$ cat src/rtl/clut_pkg.sv
package clut_pkg;
   typedef enum logic [1:0] {
      SEL_BASE  = 2'd0,
      SEL_RANGE = 2'd1,
      SEL_RATE  = 2'd2,
      SEL_NONE  = 2'd3
   } cfg_sel_e;
endpackage

$ cat src/rtl/clut_phase.sv
module clut_phase #(
   parameter int IDX_W  = 8,
   parameter int RATE_W = 8,
   localparam int SPAN_W = IDX_W + 1,
   localparam int RC_W   = RATE_W + 1
) (
   input  logic              clk,
   input  logic              rst,
   input  logic              range_we,
   input  logic              rate_we,
   input  logic [IDX_W-1:0]  new_first,
   input  logic [IDX_W-1:0]  new_last,
   input  logic              new_en,
   input  logic [RATE_W-1:0] new_rate,
   input  logic              vsync,
   output logic [IDX_W-1:0]  first_o,
   output logic [IDX_W-1:0]  last_o,
   output logic              active_o,
   output logic [SPAN_W-1:0] span_o,
   output logic [IDX_W-1:0]  phase_o
);
   logic [IDX_W-1:0]  first_q, last_q, ph_q;
   logic              en_q;
   logic [RATE_W-1:0] rate_q, fcnt_q, rate_eff;
   logic [RC_W-1:0]   fnext;
   logic [SPAN_W-1:0] pinc;
   logic              frame_done, count_ok;

   assign active_o   = en_q && (first_q <= last_q);
   assign span_o     = SPAN_W'(last_q) - SPAN_W'(first_q) + SPAN_W'(1);
   assign rate_eff   = (rate_q == '0) ? RATE_W'(1) : rate_q;
   assign fnext      = RC_W'(fcnt_q) + RC_W'(1);
   assign frame_done = fnext >= RC_W'(rate_eff);
   assign pinc       = SPAN_W'(ph_q) + SPAN_W'(1);
   assign count_ok   = vsync && active_o && !range_we && !rate_we;

   always_ff @(posedge clk) begin
      if (rst) begin
         first_q <= '0;
         last_q  <= '0;
         en_q    <= 1'b0;
         rate_q  <= RATE_W'(1);
         fcnt_q  <= '0;
         ph_q    <= '0;
      end else begin
         if (range_we) begin
            first_q <= new_first;
            last_q  <= new_last;
            en_q    <= new_en;
            ph_q    <= '0;
            fcnt_q  <= '0;
         end
         if (rate_we) begin
            rate_q <= new_rate;
            fcnt_q <= '0;
         end
         if (count_ok) begin
            if (frame_done) begin
               fcnt_q <= '0;
               ph_q   <= (pinc == span_o) ? '0 : pinc[IDX_W-1:0];
            end else begin
               fcnt_q <= fnext[RATE_W-1:0];
            end
         end
      end
   end

   assign first_o = first_q;
   assign last_o  = last_q;
   assign phase_o = ph_q;

   p_phase_bound_r8: assert property (@(posedge clk) disable iff (rst)
      active_o |-> (SPAN_W'(ph_q) < span_o));
   p_step_wait_r8: assert property (@(posedge clk) disable iff (rst)
      (count_ok && !frame_done) |=> $stable(ph_q));
   p_phase_clear_r9: assert property (@(posedge clk) disable iff (rst)
      range_we |=> (ph_q == '0));
   p_phase_hold_r10: assert property (@(posedge clk) disable iff (rst)
      (!active_o && !range_we) |=> $stable(ph_q));
endmodule

$ cat src/rtl/clut_remap.sv
module clut_remap #(
   parameter int IDX_W = 8,
   localparam int SPAN_W = IDX_W + 1
) (
   input  logic [IDX_W-1:0]  idx_i,
   input  logic [IDX_W-1:0]  first_i,
   input  logic [IDX_W-1:0]  last_i,
   input  logic              active_i,
   input  logic [SPAN_W-1:0] span_i,
   input  logic [IDX_W-1:0]  phase_i,
   output logic [IDX_W-1:0]  eff_o
);
   logic              in_rng;
   logic [IDX_W-1:0]  off;
   logic [SPAN_W-1:0] sum, wrapped;

   always_comb begin
      in_rng  = active_i && (idx_i >= first_i) && (idx_i <= last_i);
      off     = idx_i - first_i;
      sum     = SPAN_W'(off) + SPAN_W'(phase_i);
      wrapped = (sum >= span_i) ? (sum - span_i) : sum;
      eff_o   = in_rng ? (first_i + wrapped[IDX_W-1:0]) : idx_i;
      if (in_rng && (SPAN_W'(phase_i) < span_i)) begin
         p_stay_in_range_r6: assert ((eff_o >= first_i) && (eff_o <= last_i));
      end
   end
endmodule

$ cat src/rtl/clut_rotator.sv
module clut_rotator
   import clut_pkg::*;
#(
   parameter int IDX_W  = 8,
   parameter int ADDR_W = 17,
   parameter int COL_W  = 12,
   parameter int WORD_W = 16,
   parameter int RATE_W = 8,
   parameter int RD_LAT = 2,
   localparam int CFG_W  = (ADDR_W > 2*IDX_W + 1) ? ADDR_W : 2*IDX_W + 1,
   localparam int SPAN_W = IDX_W + 1
) (
   input  logic              clk,
   input  logic              rst,
   input  logic              pix_valid,
   input  logic [IDX_W-1:0]  pix_idx,
   input  logic              vsync,
   input  logic              cfg_we,
   input  logic [1:0]        cfg_sel,
   input  logic [CFG_W-1:0]  cfg_wdata,
   output logic              vram_rd_en,
   output logic [ADDR_W-1:0] vram_rd_addr,
   input  logic [WORD_W-1:0] vram_rd_data,
   output logic              rgb_valid,
   output logic [COL_W-1:0]  rgb
);
   initial begin
      if (RD_LAT < 1 || RD_LAT > 8) $fatal(1, "RD_LAT out of range");
      if (ADDR_W <= IDX_W + 1)      $fatal(1, "ADDR_W too small for palette");
      if (COL_W > WORD_W)           $fatal(1, "COL_W wider than WORD_W");
      if (RATE_W > CFG_W)           $fatal(1, "RATE_W wider than write data");
   end

   cfg_sel_e          sel_e;
   logic              base_we, range_we, rate_we;
   logic [ADDR_W-1:0] base_q;
   logic [IDX_W-1:0]  first_w, last_w, phase_w, eff_idx;
   logic              active_w;
   logic [SPAN_W-1:0] span_w;
   logic [RD_LAT-1:0] vpipe;

   assign sel_e    = cfg_sel_e'(cfg_sel);
   assign base_we  = cfg_we && (sel_e == SEL_BASE);
   assign range_we = cfg_we && (sel_e == SEL_RANGE);
   assign rate_we  = cfg_we && (sel_e == SEL_RATE);

   always_ff @(posedge clk) begin
      if (rst)          base_q <= '0;
      else if (base_we) base_q <= {cfg_wdata[ADDR_W-1:1], 1'b0};
   end

   clut_phase #(.IDX_W(IDX_W), .RATE_W(RATE_W)) u_phase (
      .clk      (clk),
      .rst      (rst),
      .range_we (range_we),
      .rate_we  (rate_we),
      .new_first(cfg_wdata[IDX_W-1:0]),
      .new_last (cfg_wdata[2*IDX_W-1:IDX_W]),
      .new_en   (cfg_wdata[2*IDX_W]),
      .new_rate (cfg_wdata[RATE_W-1:0]),
      .vsync    (vsync),
      .first_o  (first_w),
      .last_o   (last_w),
      .active_o (active_w),
      .span_o   (span_w),
      .phase_o  (phase_w)
   );

   clut_remap #(.IDX_W(IDX_W)) u_remap (
      .idx_i   (pix_idx),
      .first_i (first_w),
      .last_i  (last_w),
      .active_i(active_w),
      .span_i  (span_w),
      .phase_i (phase_w),
      .eff_o   (eff_idx)
   );

   assign vram_rd_en   = pix_valid;
   assign vram_rd_addr = base_q + ADDR_W'({eff_idx, 1'b0});

   generate
      if (RD_LAT == 1) begin : g_lat_one
         always_ff @(posedge clk) begin
            if (rst) vpipe <= '0;
            else     vpipe <= pix_valid;
         end
      end else begin : g_lat_multi
         always_ff @(posedge clk) begin
            if (rst) vpipe <= '0;
            else     vpipe <= {vpipe[RD_LAT-2:0], pix_valid};
         end
      end
   endgenerate

   assign rgb_valid = vpipe[RD_LAT-1];
   assign rgb       = rgb_valid ? vram_rd_data[COL_W-1:0] : '0;

   logic [3:0] age_q;
   always_ff @(posedge clk) begin
      if (rst)                 age_q <= '0;
      else if (age_q < RD_LAT) age_q <= age_q + 4'd1;
   end

   p_valid_latency_r3: assert property (@(posedge clk) disable iff (rst)
      (age_q >= RD_LAT) |-> (rgb_valid == $past(pix_valid, RD_LAT)));
   p_addr_even_r2: assert property (@(posedge clk) disable iff (rst)
      vram_rd_en |-> (vram_rd_addr[0] == 1'b0));
   p_base_load_r4: assert property (@(posedge clk) disable iff (rst)
      base_we |=> (base_q == {$past(cfg_wdata[ADDR_W-1:1]), 1'b0}));
endmodule

$ cat config.mk
export PLATFORM = sky130hd
export DESIGN_NAME = clut_rotator
export DESIGN_NICKNAME = d
export VERILOG_FILES = /design/src/rtl/clut_pkg.sv /design/src/rtl/clut_phase.sv /design/src/rtl/clut_remap.sv /design/src/rtl/clut_rotator.sv
export SDC_FILE = /design/constraint.sdc
export NUM_CORES = 1
export LEC_CHECK = 0
export BUFFER_PORTS_ARGS = -buffer_cell sky130_fd_sc_hd__buf_2
export CAP_MARGIN = 20
export CORE_MARGIN = 1
export CORE_UTILIZATION = 50
export CTS_CLUSTER_DIAMETER = 40
export DETAILED_ROUTE_END_ITERATION = 16
export GPL_ROUTABILITY_DRIVEN = 0
export PLACE_DENSITY = 0.82
export SYNTH_ARGS = -nofsm -noshare
export SYNTH_HDL_FRONTEND = slang
export SYNTH_SLANG_ARGS = --single-unit
$ cat constraint.sdc
create_clock -name clk -period 10.53 [get_ports clk]
set_clock_uncertainty 0.2 [all_clocks]
set_input_delay 1.053 -clock clk [delete_from_list [all_inputs] [get_ports clk]]
set_output_delay 1.053 -clock clk [all_outputs]
set_load 0.01 [all_outputs]
==> flow_summary.json <==
{
  "tightest_slew_ns": 1.030,
  "yosys_most_used_dff": "dfxtp_1",
  "post-route-drc-count": 0,
  "tns_ns": 0,
  "cpMaxStageDelayCell": "fa_1",
  "start_kind": "input port",
  "reg2reg_to": "u_phase.phase_o[0]",
  "min_to": "vpipe[1]",
  "multi_input_area_sq_um": 4103,
  "synth_cells": 699,
  "wl_per_cell_microns": 14.52,
  "drive_gt1_share_pct": 15.41,
  "num_vias": 5011,
  "synth-seq-cells": 59,
  "htreeDepth": 3,
  "grt_first_pass_wirelength_microns": 21680,
  "power.leakage_nw": 2.871,
  "antennaDiodeCount": 0,
  "avgViaCountPerCell": 5.495,
  "ioPinCount": 79,
  "grt_pass1_vias": 4674,
  "grt_overflow": 0,
  "ant_nets": 0,
  "critPathKind": "in -> out",
  "area_growth_pct": 12.93,
  "fp.dieW_microns": 107.3,
  "min_from": "vpipe[0]",
  "clk_latency_ns": 0.35,
  "min_period_ns": 9.998,
  "grt_max_degree": 54,
  "hpwl_microns": 10550,
  "clk_path_buf_depth": 2,
  "postCtsSetupBuffers": 0,
  "layout.nets": 905,
  "finalSetupViolCount": 0,
  "critPathArrivalTime_ns": 8.74,
  "synth_warnings": 0,
  "place_inst": 896,
  "avgSynthCellArea_sq_um": 7.931,
  "root_buffer": "clkbuf_8",
  "die_area_sq_um": 11510,
  "track_usage_pct": 23.74,
  "port_buffers": 73,
  "nFillCells": 994,
  "drt_wl_total_microns": 13240,
  "finalMaxSlewViolations": 0,
  "clk_pin_slew_ns": 0.07,
  "drv_cap": 0,
  "cpMostUsedCell": "ha_1",
  "ys_seq_area_share_pct": 21.30,
  "status": "complete, no violations",
  "ys_types": 64,
  "register_area_sq_um": 1181,
  "core_area_sq_um": 10840,
  "finalCritPeriodShare_pct": 94.95,
  "cp.required_ns": 9.28,
  "relSlewSlack_pct": 31.03,
  "die_h_microns": 107.3,
  "synth_edf_count": 0,
  "critPathMaxStageDelay_ns": 0.41,
  "fin_cells": 912,
  "hold_viol": 0,
  "start_util_pct": 51.14,
  "max_freq_mhz": 100.0,
  "hold_depth": 1,
  "ir_drop_uv": 81.95,
  "syn_area_sq_um": 5544,
  "cts_sinks": 59,
  "async_flop_share_pct": 0,
  "hold_ws_ns": 0.2379,
  "drtPass1Iterations": 5,
  "timing.rr.start": "u_phase.first_o[2]",
  "rsz0062_at_grt": "no",
  "reg2reg_slack_ns": 6.75,
  "drtIter0Drc": 285,
  "end_kind": "primary output",
  "cts_buffers": 9,
  "r2r_cells": 11,
  "holdCritPathClass": "reg -> reg",
  "synth_nets": 837,
  "cts_tree": "yes",
  "antenna_found_initial": 0,
  "worstPathMaxFanout": 7,
  "row_count": 38,
  "powerDensity_nw_per_um2": 125.2
}
registers in the layout, summed over array words and instances, names as in the netlist:
signal,cells
base_q,16
u_phase.fcnt_q,8
u_phase.first_o,8
u_phase.last_o,8
u_phase.phase_o,8
u_phase.rate_q,8
vpipe,2
u_phase.en_q,1
cells in the mapped netlist (3+ instances only):
master / count / area share, %
nand2_1: 93 / 6.3
nor2b_1: 14 / 1.6
o21bai_1: 6 / 0.81
and3_1: 3 / 0.34
o21ai_0: 20 / 1.8
clkbuf_1: 14 / 0.95
a21oi_1: 78 / 7.0
o21a_1: 5 / 0.68
fa_1: 6 / 2.2
a211o_1: 4 / 0.63
a21o_1: 14 / 1.9
nand3_1: 22 / 2.0
ha_1: 84 / 19
o2111ai_1: 3 / 0.47
a311oi_1: 3 / 0.47
inv_1: 52 / 3.5
xor2_1: 25 / 3.9
mux2_2: 9 / 1.8
nand3b_1: 5 / 0.68
mux2i_1: 10 / 1.8
dfxtp_1: 59 / 21
nor3_1: 13 / 1.2
nand2b_1: 7 / 0.79
nand4_1: 4 / 0.45
and2_1: 16 / 1.8
nor3b_1: 7 / 0.95
nor2_1: 39 / 2.6
xnor2_1: 33 / 5.2
or2_2: 7 / 0.79
worst max-delay path: cells and delay by family:
family | cells | cell delay [ns]
compound gates | 13 | 3.00
xor+xnor | 4 | 0.63
fa+ha+maj | 6 | 1.89
buf+inv | 6 | 0.82
mux | 1 | 0.28
simple gates | 9 | 1.08
layer usage:
metal	GRT usage, %	vias to the layer above	routed length (microns)
li1	-	2564	-
met1	30.52	2301	6144
met2	39.59	115	6218
met3	4.116	31	513
met4	9.002	0	362
met5	0	-	0
cell type report:
cell class / count / share of cell area (%)
clock buffer: 10 / 2.198
inverter: 52 / 3.118
tap: 140 / 2.798
clock inverter: 6 / 1.419
multi-input combinational: 570 / 65.53
timing repair buffer: 75 / 6.075
sequential: 59 / 18.86
cells in the final DEF (no fill, tap or decap), types with 3 or more instances in the layout:
cell type	n
a211o_1	4
a21o_1	14
a21oi_1	78
a311oi_1	3
and2_1	16
and3_1	3
buf_2	73
clkbuf_8	10
dfxtp_1	59
fa_1	6
ha_1	84
inv_1	52
mux2_2	9
mux2i_1	10
nand2_1	93
nand2b_1	7
nand3_1	22
nand3b_1	5
nand4_1	4
nor2_1	39
nor2b_1	13
nor3_1	13
nor3b_1	6
o2111ai_1	3
o21a_1	5
o21ai_0	20
o21bai_1	6
or2_2	7
xnor2_1	33
xor2_1	25
timing repair:
action,in CTS,in global routing
hold buffers,0,0
gates resized for setup,0,2
endpoints found under the setup margin,0,3
metrics by stage:
stage	total power [W]	setup WS, ns	util, %	area [sq um]
after floorplan	0.0004711	1.317	-	5544
after global placement	0.0005390	0.6705	55.61	6028
after detailed placement	0.0005470	0.4042	55.61	6028
after CTS	0.0007831	0.3462	57.70	6255
after global routing	0.0008299	0.02777	57.76	6261
final	0.0007836	0.5322	57.76	6261
worst max path at each step:
| stage | startpoint | end | slack, ns | cells past startpoint |
|---|---|---|---|---|
| after floorplan | pix_idx[0] | vram_rd_addr[13] | 1.32 | 37 |
| after global placement | pix_idx[0] | vram_rd_addr[15] | 0.67 | 39 |
| after detailed placement | pix_idx[0] | vram_rd_addr[15] | 0.40 | 39 |
| after CTS | pix_idx[0] | vram_rd_addr[15] | 0.35 | 39 |
| after global routing | pix_idx[0] | vram_rd_addr[15] | 0.03 | 39 |
| final | pix_idx[0] | vram_rd_addr[15] | 0.53 | 39 |
cell families (layout without fill, tap and decap cells):
| kind of cell | count (synthesis) | after routing | synth area share, % |
|---|---|---|---|
| compound gates | 158 | 158 | 17.81 |
| xor+xnor | 59 | 59 | 9.592 |
| fa+ha+maj | 90 | 90 | 21.12 |
| buf+inv | 70 | 143 | 4.897 |
| flops | 59 | 59 | 21.30 |
| mux | 20 | 20 | 3.904 |
| other cells | 1 | 1 | 0.06764 |
| simple gates | 242 | 242 | 21.30 |
report_power, final:
part | leakage (nW) | switching, W | internal (W)
combinational | 2.28 | 0.000179 | 0.000136
clock | 0.108 | 0.0000946 | 0.000139
sequential | 0.479 | 0.00000554 | 0.000229
total | 2.87 | 0.000279 | 0.000505
Power figures use the tool's default switching activity.
